### src/rtl/flash_cs_pkg.sv
package flash_cs_pkg;

  // number of device regions: two channels, two devices each
  localparam int NUM_DEV   = 4;
  localparam int IDX_W     = $clog2(NUM_DEV);
  localparam int CNT_W     = 3;
  localparam int CS_PAIR   = 2;
  localparam int CS_QUAD   = 4;

  typedef enum logic [IDX_W-1:0] {
    DEV_A1 = 2'd0,
    DEV_A2 = 2'd1,
    DEV_B1 = 2'd2,
    DEV_B2 = 2'd3
  } devIdx_e;

  // strobes from control to datapath
  typedef struct packed {
    logic [NUM_DEV-1:0] topLoad;
    logic               layoutLoad;
    logic               layoutFour;
    logic               capture;
    logic               enabled;
  } dpCtrl_t;

endpackage

### src/rtl/flash_cs_ctrl.sv
module flash_cs_ctrl
  import flash_cs_pkg::*;
(
  input  logic             clk,
  input  logic             rstN,
  input  logic [CNT_W-1:0] csCount,
  input  logic             layoutGo,
  input  logic             topWrEn,
  input  logic [IDX_W-1:0] topWrIdx,
  input  logic             reqValid,
  output dpCtrl_t          strb
);

  logic countOk;
  logic countQuad;
  logic enabledQ;

  assign countQuad = (csCount == CNT_W'(CS_QUAD));
  assign countOk   = countQuad || (csCount == CNT_W'(CS_PAIR));

  // the layout command alone decides whether the decoder runs
  always_ff @(posedge clk) begin
    if (!rstN) begin
      enabledQ <= 1'b0;
    end else if (layoutGo) begin
      enabledQ <= countOk;
    end
  end

  for (genvar g = 0; g < NUM_DEV; g++) begin : gTopLoad
    assign strb.topLoad[g] = topWrEn && (topWrIdx == IDX_W'(g));
  end

  assign strb.layoutLoad = layoutGo && countOk;
  assign strb.layoutFour = countQuad;
  assign strb.capture    = reqValid;
  assign strb.enabled    = enabledQ;

endmodule

### src/rtl/flash_cs_datapath.sv
module flash_cs_datapath
  import flash_cs_pkg::*;
#(
  parameter int ADDR_W = 32,
  parameter int DATA_W = 32
) (
  input  logic               clk,
  input  logic               rstN,
  input  dpCtrl_t            strb,
  input  logic [ADDR_W-1:0]  windowBase,
  input  logic [ADDR_W-1:0]  windowSize,
  input  logic [ADDR_W-1:0]  topWrData,
  input  logic [ADDR_W-1:0]  reqAddr,
  input  logic [DATA_W-1:0]  flashData,
  output logic               rspValid,
  output logic [NUM_DEV-1:0] csSel,
  output logic [ADDR_W-1:0]  offset,
  output logic               outOfRange,
  output logic [DATA_W-1:0]  rdData
);

  logic [ADDR_W-1:0]  topQ      [NUM_DEV];
  logic [ADDR_W-1:0]  layoutTop [NUM_DEV];
  logic [ADDR_W-1:0]  regStart  [NUM_DEV];
  logic [NUM_DEV-1:0] hit;
  logic [NUM_DEV-1:0] selOh;
  logic [ADDR_W-1:0]  selStart;
  logic               found;
  logic [ADDR_W-1:0]  perQuad;
  logic [ADDR_W-1:0]  perPair;

  assign perQuad = windowSize >> 2;
  assign perPair = windowSize >> 1;

  for (genvar g = 0; g < NUM_DEV; g++) begin : gRegion
    localparam int QUAD_MUL = g + 1;
    localparam int PAIR_MUL = g / 2 + 1;

    // layout values: equal steps for four devices, channel pairs for two
    assign layoutTop[g] = windowBase +
      (strb.layoutFour ? perQuad * ADDR_W'(QUAD_MUL)
                       : perPair * ADDR_W'(PAIR_MUL));

    if (g == 0) begin : gFirst
      assign regStart[g] = windowBase;
    end else begin : gChain
      assign regStart[g] = topQ[g-1];
    end

    assign hit[g] = (reqAddr >= regStart[g]) && (reqAddr < topQ[g]);

    always_ff @(posedge clk) begin
      if (!rstN) begin
        topQ[g] <= '0;
      end else if (strb.layoutLoad) begin
        topQ[g] <= layoutTop[g];
      end else if (strb.topLoad[g]) begin
        topQ[g] <= topWrData;
      end
    end
  end

  // lowest region wins, keeping the select one-hot
  always_comb begin
    selOh    = '0;
    selStart = windowBase;
    found    = 1'b0;
    for (int i = 0; i < NUM_DEV; i++) begin
      if (!found && hit[i]) begin
        selOh[i] = 1'b1;
        selStart = regStart[i];
        found    = 1'b1;
      end
    end
  end

  always_ff @(posedge clk) begin
    if (!rstN) begin
      rspValid   <= 1'b0;
      csSel      <= '0;
      offset     <= '0;
      outOfRange <= 1'b0;
    end else begin
      rspValid   <= strb.capture;
      csSel      <= (strb.capture && strb.enabled) ? selOh : '0;
      outOfRange <= strb.capture && !(strb.enabled && found);
      offset     <= (strb.capture && strb.enabled && found) ?
                    reqAddr - selStart : '0;
    end
  end

  assign rdData = (rspValid && !outOfRange) ? flashData : '0;

endmodule

### src/rtl/flash_cs_decoder.sv
module flash_cs_decoder
  import flash_cs_pkg::*;
#(
  parameter int ADDR_W = 32,
  parameter int DATA_W = 32
) (
  input  logic               clk,
  input  logic               rstN,
  input  logic [ADDR_W-1:0]  windowBase,
  input  logic [ADDR_W-1:0]  windowSize,
  input  logic [CNT_W-1:0]   csCount,
  input  logic               layoutGo,
  input  logic               topWrEn,
  input  logic [IDX_W-1:0]   topWrIdx,
  input  logic [ADDR_W-1:0]  topWrData,
  input  logic               reqValid,
  input  logic [ADDR_W-1:0]  reqAddr,
  input  logic [DATA_W-1:0]  flashData,
  output logic               rspValid,
  output logic [NUM_DEV-1:0] csSel,
  output logic [ADDR_W-1:0]  offset,
  output logic               outOfRange,
  output logic [DATA_W-1:0]  rdData
);

  dpCtrl_t strb;

  flash_cs_ctrl u_ctrl (
    .clk      (clk),
    .rstN     (rstN),
    .csCount  (csCount),
    .layoutGo (layoutGo),
    .topWrEn  (topWrEn),
    .topWrIdx (topWrIdx),
    .reqValid (reqValid),
    .strb     (strb)
  );

  flash_cs_datapath #(
    .ADDR_W (ADDR_W),
    .DATA_W (DATA_W)
  ) u_dp (
    .clk        (clk),
    .rstN       (rstN),
    .strb       (strb),
    .windowBase (windowBase),
    .windowSize (windowSize),
    .topWrData  (topWrData),
    .reqAddr    (reqAddr),
    .flashData  (flashData),
    .rspValid   (rspValid),
    .csSel      (csSel),
    .offset     (offset),
    .outOfRange (outOfRange),
    .rdData     (rdData)
  );

endmodule

### config.mk
export PLATFORM = sky130hd
export DESIGN_NAME = flash_cs_decoder
export DESIGN_NICKNAME = d
export VERILOG_FILES = /design/src/rtl/flash_cs_pkg.sv /design/src/rtl/flash_cs_ctrl.sv /design/src/rtl/flash_cs_datapath.sv /design/src/rtl/flash_cs_decoder.sv
export SDC_FILE = /design/constraint.sdc
export NUM_CORES = 1
export LEC_CHECK = 0
export ABC_AREA = 1
export BUFFER_PORTS_ARGS = -buffer_cell sky130_fd_sc_hd__buf_4
export CORE_ASPECT_RATIO = 1.4
export CORE_MARGIN = 2
export CORE_UTILIZATION = 50
export CTS_BUF_LIST = sky130_fd_sc_hd__clkbuf_16
export DETAILED_ROUTE_END_ITERATION = 10
export GPL_TIMING_DRIVEN = 1
export PLACE_DENSITY = 0.67
export SYNTH_ARGS = -nofsm -noshare
export SYNTH_HDL_FRONTEND = slang
export SYNTH_SLANG_ARGS = --single-unit
export TNS_END_PERCENT = 5
### constraint.sdc
create_clock -name clk -period 4.5 [get_ports clk]
set_input_delay 0.225 -clock clk [delete_from_list [all_inputs] [get_ports clk]]
set_output_delay 0.225 -clock clk [all_outputs]
set_load 0.005 [all_outputs]
### Word-level counts from Yosys, hierarchy flattened

Memory sizes are Yosys's and may differ from the RTL's.
Cells that the tools add are included.
Widths: inputs -> output; s select.

* bits in registers: 39
* bits in latches: 0
* RAM bits: 128
* ROM bits: 0
* input bits: 170
* logic and storage cells: 102
* memories: 1

Memories
* u_dp.topQ: words 4, bits a word 32, rd ports 4, clocked after memory_dff 0, write ports 4, RTL line flash_cs_datapath.sv:22 `logic [ADDR_W-1:0] topQ [NUM_DEV];`

* add/subtract/negate cells: 5
* multipliers: 1
* divide/modulo/power cells: 0
* magnitude comparators: 8
* eq/ne operators: 5
* shifts and indexed selects: 0
* muxes and demuxes: 43
* bitwise logic cells: 8
* reduce and logical (&&, ||, !) cells: 26

Operators by type and width (count)
* $mux 32: 13
* $ge 32x32->1: 4
* $lt 32x32->1: 4
* $add 32x32->32: 3
* $add 32x31->32: 1
* $mul 30x2->32 const B: 1
* $sub 32x32->32: 1
* $mux 31: 1
* $mux 1: 28
* $logic_and 1x1->1: 17
* $or 1x1->1: 8
* $logic_not 1->1: 5
* $eq 2x2->1 const B: 2
* $reduce_and 2->1: 2
* $eq 3x2->1 const B: 1
* $eq 3x3->1 const B: 1
* $eq 2x1->1 const B: 1
* $logic_not 2->1: 1
* $mux 2: 1
* $logic_or 1x1->1: 1

### Depth between registers and ports, before layout

An unclocked memory read counts as a cell.

* depth in word-level cells: 16
* depth in mapped cells: 35
* gate-level depth less buffers: 35

### Modules after synthesis

A second synthesis with hierarchy kept.

* cells, all modules: 3283
* area total of the unflattened synthesis: 22024.9 sq um

Modules (own cells, without submodules)
* flash_cs_datapath: times used 1, cells an instance 3260, area an instance 21892.2 sq um, seq. area each 4604.4 sq um
* flash_cs_ctrl: times used 1, cells an instance 23, area an instance 132.6 sq um, seq. area each 20.0 sq um

### Worst setup path after synthesis

No wires, ideal clock.

* kind: flip-flop to flip-flop
* start point: memory u_dp.topQ[2][31]
* end point: register u_dp.offset[20]
* arrival: 3.787 ns
* path slack: 0.651 ns
* stages on the path, launching flop included: 27
* buffers on the path: 1
* clock period less this slack: 3.849 ns
* path through: edfxtp_1 > inv_1 > ha_1 > nand2_2 > nor4_4 > and2_4 > a21oi_2 > nand2_2 > nand3_4 > nor2_4 > inv_2 > buf_2 > nor2_1 > a21oi_1 > ha_1 > fa_1 > nand3b_1 > nand2_1 > a21oi_2 > o21ai_2 > a21boi_2 > o21ai_1 > a21boi_2 > o21ai_1 > xor2_1 > inv_1 > nor2_2

RTL lines
* start, declared: RTL line flash_cs_datapath.sv:22
* end signal, assigned: RTL line flash_cs_datapath.sv:87 `offset <= (strb.capture && strb.enabled && found) ?`
* end, declared: RTL line flash_cs_datapath.sv:17 `output logic [ADDR_W-1:0] offset,`

==> summary.md <==
| Metric | Value |
|---|---|
| Status | `finished, final reports clean` |
| Buf/Inv on CP | `5` |
| Nets | `4006` |
| Rel. slew slack | `0.364` |
| CTS Sinks | `167` |
| Final TNS setup | `0 ns` |
| Highest-count cells in the layout ignoring fill and taps | `nand2_1, inv_1, buf_4, ha_1, a21oi_1` |
| Pre-antenna DRT Iters | `5` |
| Core ar. | `43200 µm²` |
| H-tree depth | `4` |
| Initial DRC Count | `1885` |
| Crit start category | `register` |
| Post-DP HPWL | `69000 µm` |
| Largest net degree at the start of global routing | `70` |
| Worst Path Max Fanout | `21` |
| RSZ-0062 raised after global routing | `true` |
| Share of the synthesized area in the top cell type | `0.195` |
| Setup crit start | `u_dp.topQ[1][5]` |
| Int Pwr | `0.00438 W` |
| Sw Pwr | `0.00350 W` |
| Antenna Nets Post-Route | `0` |
| WL final | `82500 µm` |
| Commonest non-fill, non-tap cell in the layout | `nand2_1` |
| VDD IR max | `0.267 mV` |
| First-pass GRT wire length | `122000 µm` |
| Yosys warning total | `0` |
| R2r startpoint | `u_dp.topQ[1][5]` |
| Layout area overhead | `20.0%` |
| Synth Instances | `3137` |
| Avg Cell Area, Syn | `7.00 µm²` |
| Critical path's largest stage delay | `0.37 ns` |
| Crit Path Category | `reg2reg` |
| Layout cells sized above 1 | `0.177` |
| Max-slew violations | `0` |
| Compound-Gate Fraction of Synth Area | `0.242` |
| Final core occ | `0.609` |
| Final period utilization | `0.989` |
| Clock transition at the registers of the reported paths | `0.08 ns` |
| Yosys reg bits | `167` |
| CTS tree | `yes` |
| Cell class contributing the biggest share of worst-path delay | `simple AND/OR/NAND/NOR gates` |
| Avg WL per Cell | `20.4 µm` |
| Die H | `252 µm` |
| Die ar. | `45600 µm²` |
| Adder-cell share of the synthesized area | `0.201` |
| Vias in the first global route | `22700` |
| Post-synthesis mux area share | `0.00501` |
| Req. time, crit path | `4.88 ns` |
| Number of port buffers | `238` |
| Hold Path Class | `in2reg` |
| Comb pwr share | `0.562` |
| EDFF count, synth | `128` |
| Arrival @ worst endpoint | `4.83 ns` |
| XOR/XNOR share of the synthesized area | `0.0323` |
| Grt ovf | `0` |
| Min-delay src | `topWrData[31]` |
| Core Rows | `90` |
| Register area share after synthesis | `0.211` |
| Global Route Usage Sum | `0.350` |
| Synth cell types | `65` |
| # setup viols final | `0` |
| Clock skew | `0.0154 ns` |
| Flop pwr share | `0.238` |
| Final Hold Viols | `0` |
| PwrDens | `299 nW/µm²` |
| Num CTS Buffers | `17` |
| DRC errors left | `0` |
| Clk Latency, worst-skew pair | `0.45 ns` |
| Clock Tree Buf Depth | `2` |
| Vias per std cell | `5.78` |
| Number of maximum-capacitance violations | `0` |
| Tmin final | `4.45 ns` |
| Top-Level Pins | `240` |
| Top FF cell, synth | `edfxtp_1` |
| RD Place Congestion | `0.998` |
| Area contributors post-synth | `ha_1, edfxtp_1, nand2_1, inv_1, a21oi_1` |
| Critical-path top delay cell | `edfxtp_1` |
| Sw frac | `0.444` |
| Mapped cell area | `22000 µm²` |
| Max Fclk | `225 MHz` |
| Area leader, netlist | `ha_1` |
| Clock share of power | `0.201` |
| Largest family of logic cells by synthesized area | `compound AO/OA/AOI/OAI gates` |
| Vias | `23400` |
| CP endpoint kind | `register` |
| Diode count | `0` |
| DIE WIDTH | `181 µm` |
| Initial antenna violation count | `0` |
| Root Buffer | `clkbuf_16` |
| Simple-Gate Fraction of Synth Area | `0.202` |
| Syn_nets | `3656` |
| Worst slew pin tran | `0.952 ns` |
| Initial Util | `0.508` |
| Most used cell, CP | `nand2_1` |
| Leakage Power | `13.3 nW` |
| Async S/R FF share, synth | `0` |
==> power by group through the flow <==
stage               Clock, W  Combinational (W)  Sequential [W]
floorplan                  0            0.00261         0.00187
global placement           0            0.00399         0.00190
detailed placement         0            0.00408         0.00190
CTS                  0.00159            0.00410         0.00187
global route         0.00165            0.00484         0.00188
finish               0.00158            0.00442         0.00187
==> per-layer routing <==
layer / vias up / wire [µm] / global-route usage
li1: 11500 / - / -
met1: 10700 / 32900 / 0.426
met2: 1052 / 39000 / 0.608
met3: 225 / 5580 / 0.0365
met4: 0 / 5130 / 0.184
met5: - / 0 / 0
==> per-stage QoR <==
step | total power, W | area (µm²) | worst slack, ns | hold slack [ns] | std cells
2_1_floorplan | 0.00449 | 22000 | 0.651 | 0.328 | 3137
3_3_place_gp | 0.00590 | 25200 | 0.0341 | 0.439 | 4001
3_5_place_dp | 0.00599 | 25200 | -0.0169 | 0.456 | 4001
4_1_cts | 0.00756 | 25900 | 0.0239 | 0.0634 | 4034
5_1_grt | 0.00838 | 26400 | -0.147 | 0.0870 | 4052
6_report | 0.00788 | 26400 | 0.0517 | 0.0873 | 4052
==> flip-flops by register name (all words and copies together) (netlist names) <==
register / count
u_dp.outOfRange: 1
u_ctrl.enabledQ: 1
u_dp.topQ: 128
u_dp.offset: 32
u_dp.rspValid: 1
u_dp.csSel: 4
==> layout make-up <==
| cell class | count | area [µm²] |
|---|---|---|
| Sequential cell | 167 | 4620 |
| Tap cell | 552 | 691 |
| Clock buffer | 17 | 425 |
| Inverter | 549 | 2080 |
| Clock inverter | 15 | 218 |
| Timing Repair Buffer | 386 | 3010 |
| Multi-Input combinational cell | 2366 | 15300 |
| Fill cell | 4035 | 16900 |
==> worst min-delay path, cell delays in order <==
cell and delay (ns):
buf_4 0.09, nand2_1 0.05, nand2_1 0.07
==> cell usage after synthesis, drive strengths merged (4+ instances only) <==
cell type / count
dfxtp: 39
o32ai: 5
nor4: 9
or2: 26
o221a: 4
a21oi: 335
a31oi: 46
xnor2: 41
o21ai: 276
edfxtp: 128
mux2i: 11
xor2: 40
o21bai: 15
o21a: 24
nor2: 283
inv: 548
a211oi: 30
fa: 6
a221oi: 8
buf: 37
ha: 343
nor3: 35
o31ai: 6
nand3: 72
o22ai: 105
a21o: 20
clkbuf: 20
o221ai: 4
o211ai: 8
nand2: 557
a21boi: 16
nand4: 29
==> cells by family (layout without fill, tap and decap cells) <==
group,Yosys count,count (layout)
buffers and inverters,606,967
adder cells (fa/ha/maj),349,349
XOR/XNOR,81,81
multiplexers,11,11
flip-flops,167,167
AND/OR/NAND/NOR,1019,1021
AO/OA/AOI/OAI,904,904
==> final timing paths <==
check	slack, ns	to	cells past startpoint
setup / recovery	0.05	u_dp.offset[18]	28
hold / removal	0.09	u_dp.topQ[2][31]	3
setup reg to reg	0.05	u_dp.offset[18]	28
hold reg to reg	0.60	u_dp.outOfRange	1
==> what timing repair did <==
item | 4_1_cts | 5_1_grt
hold buffers | 1 | 0
setup buffers | 0 | 15
endpoints found under the setup margin | 0 | 23
hold endpoints to repair | 1 | 0
resized for setup | 0 | 83
(Power assumes the default switching activity.)
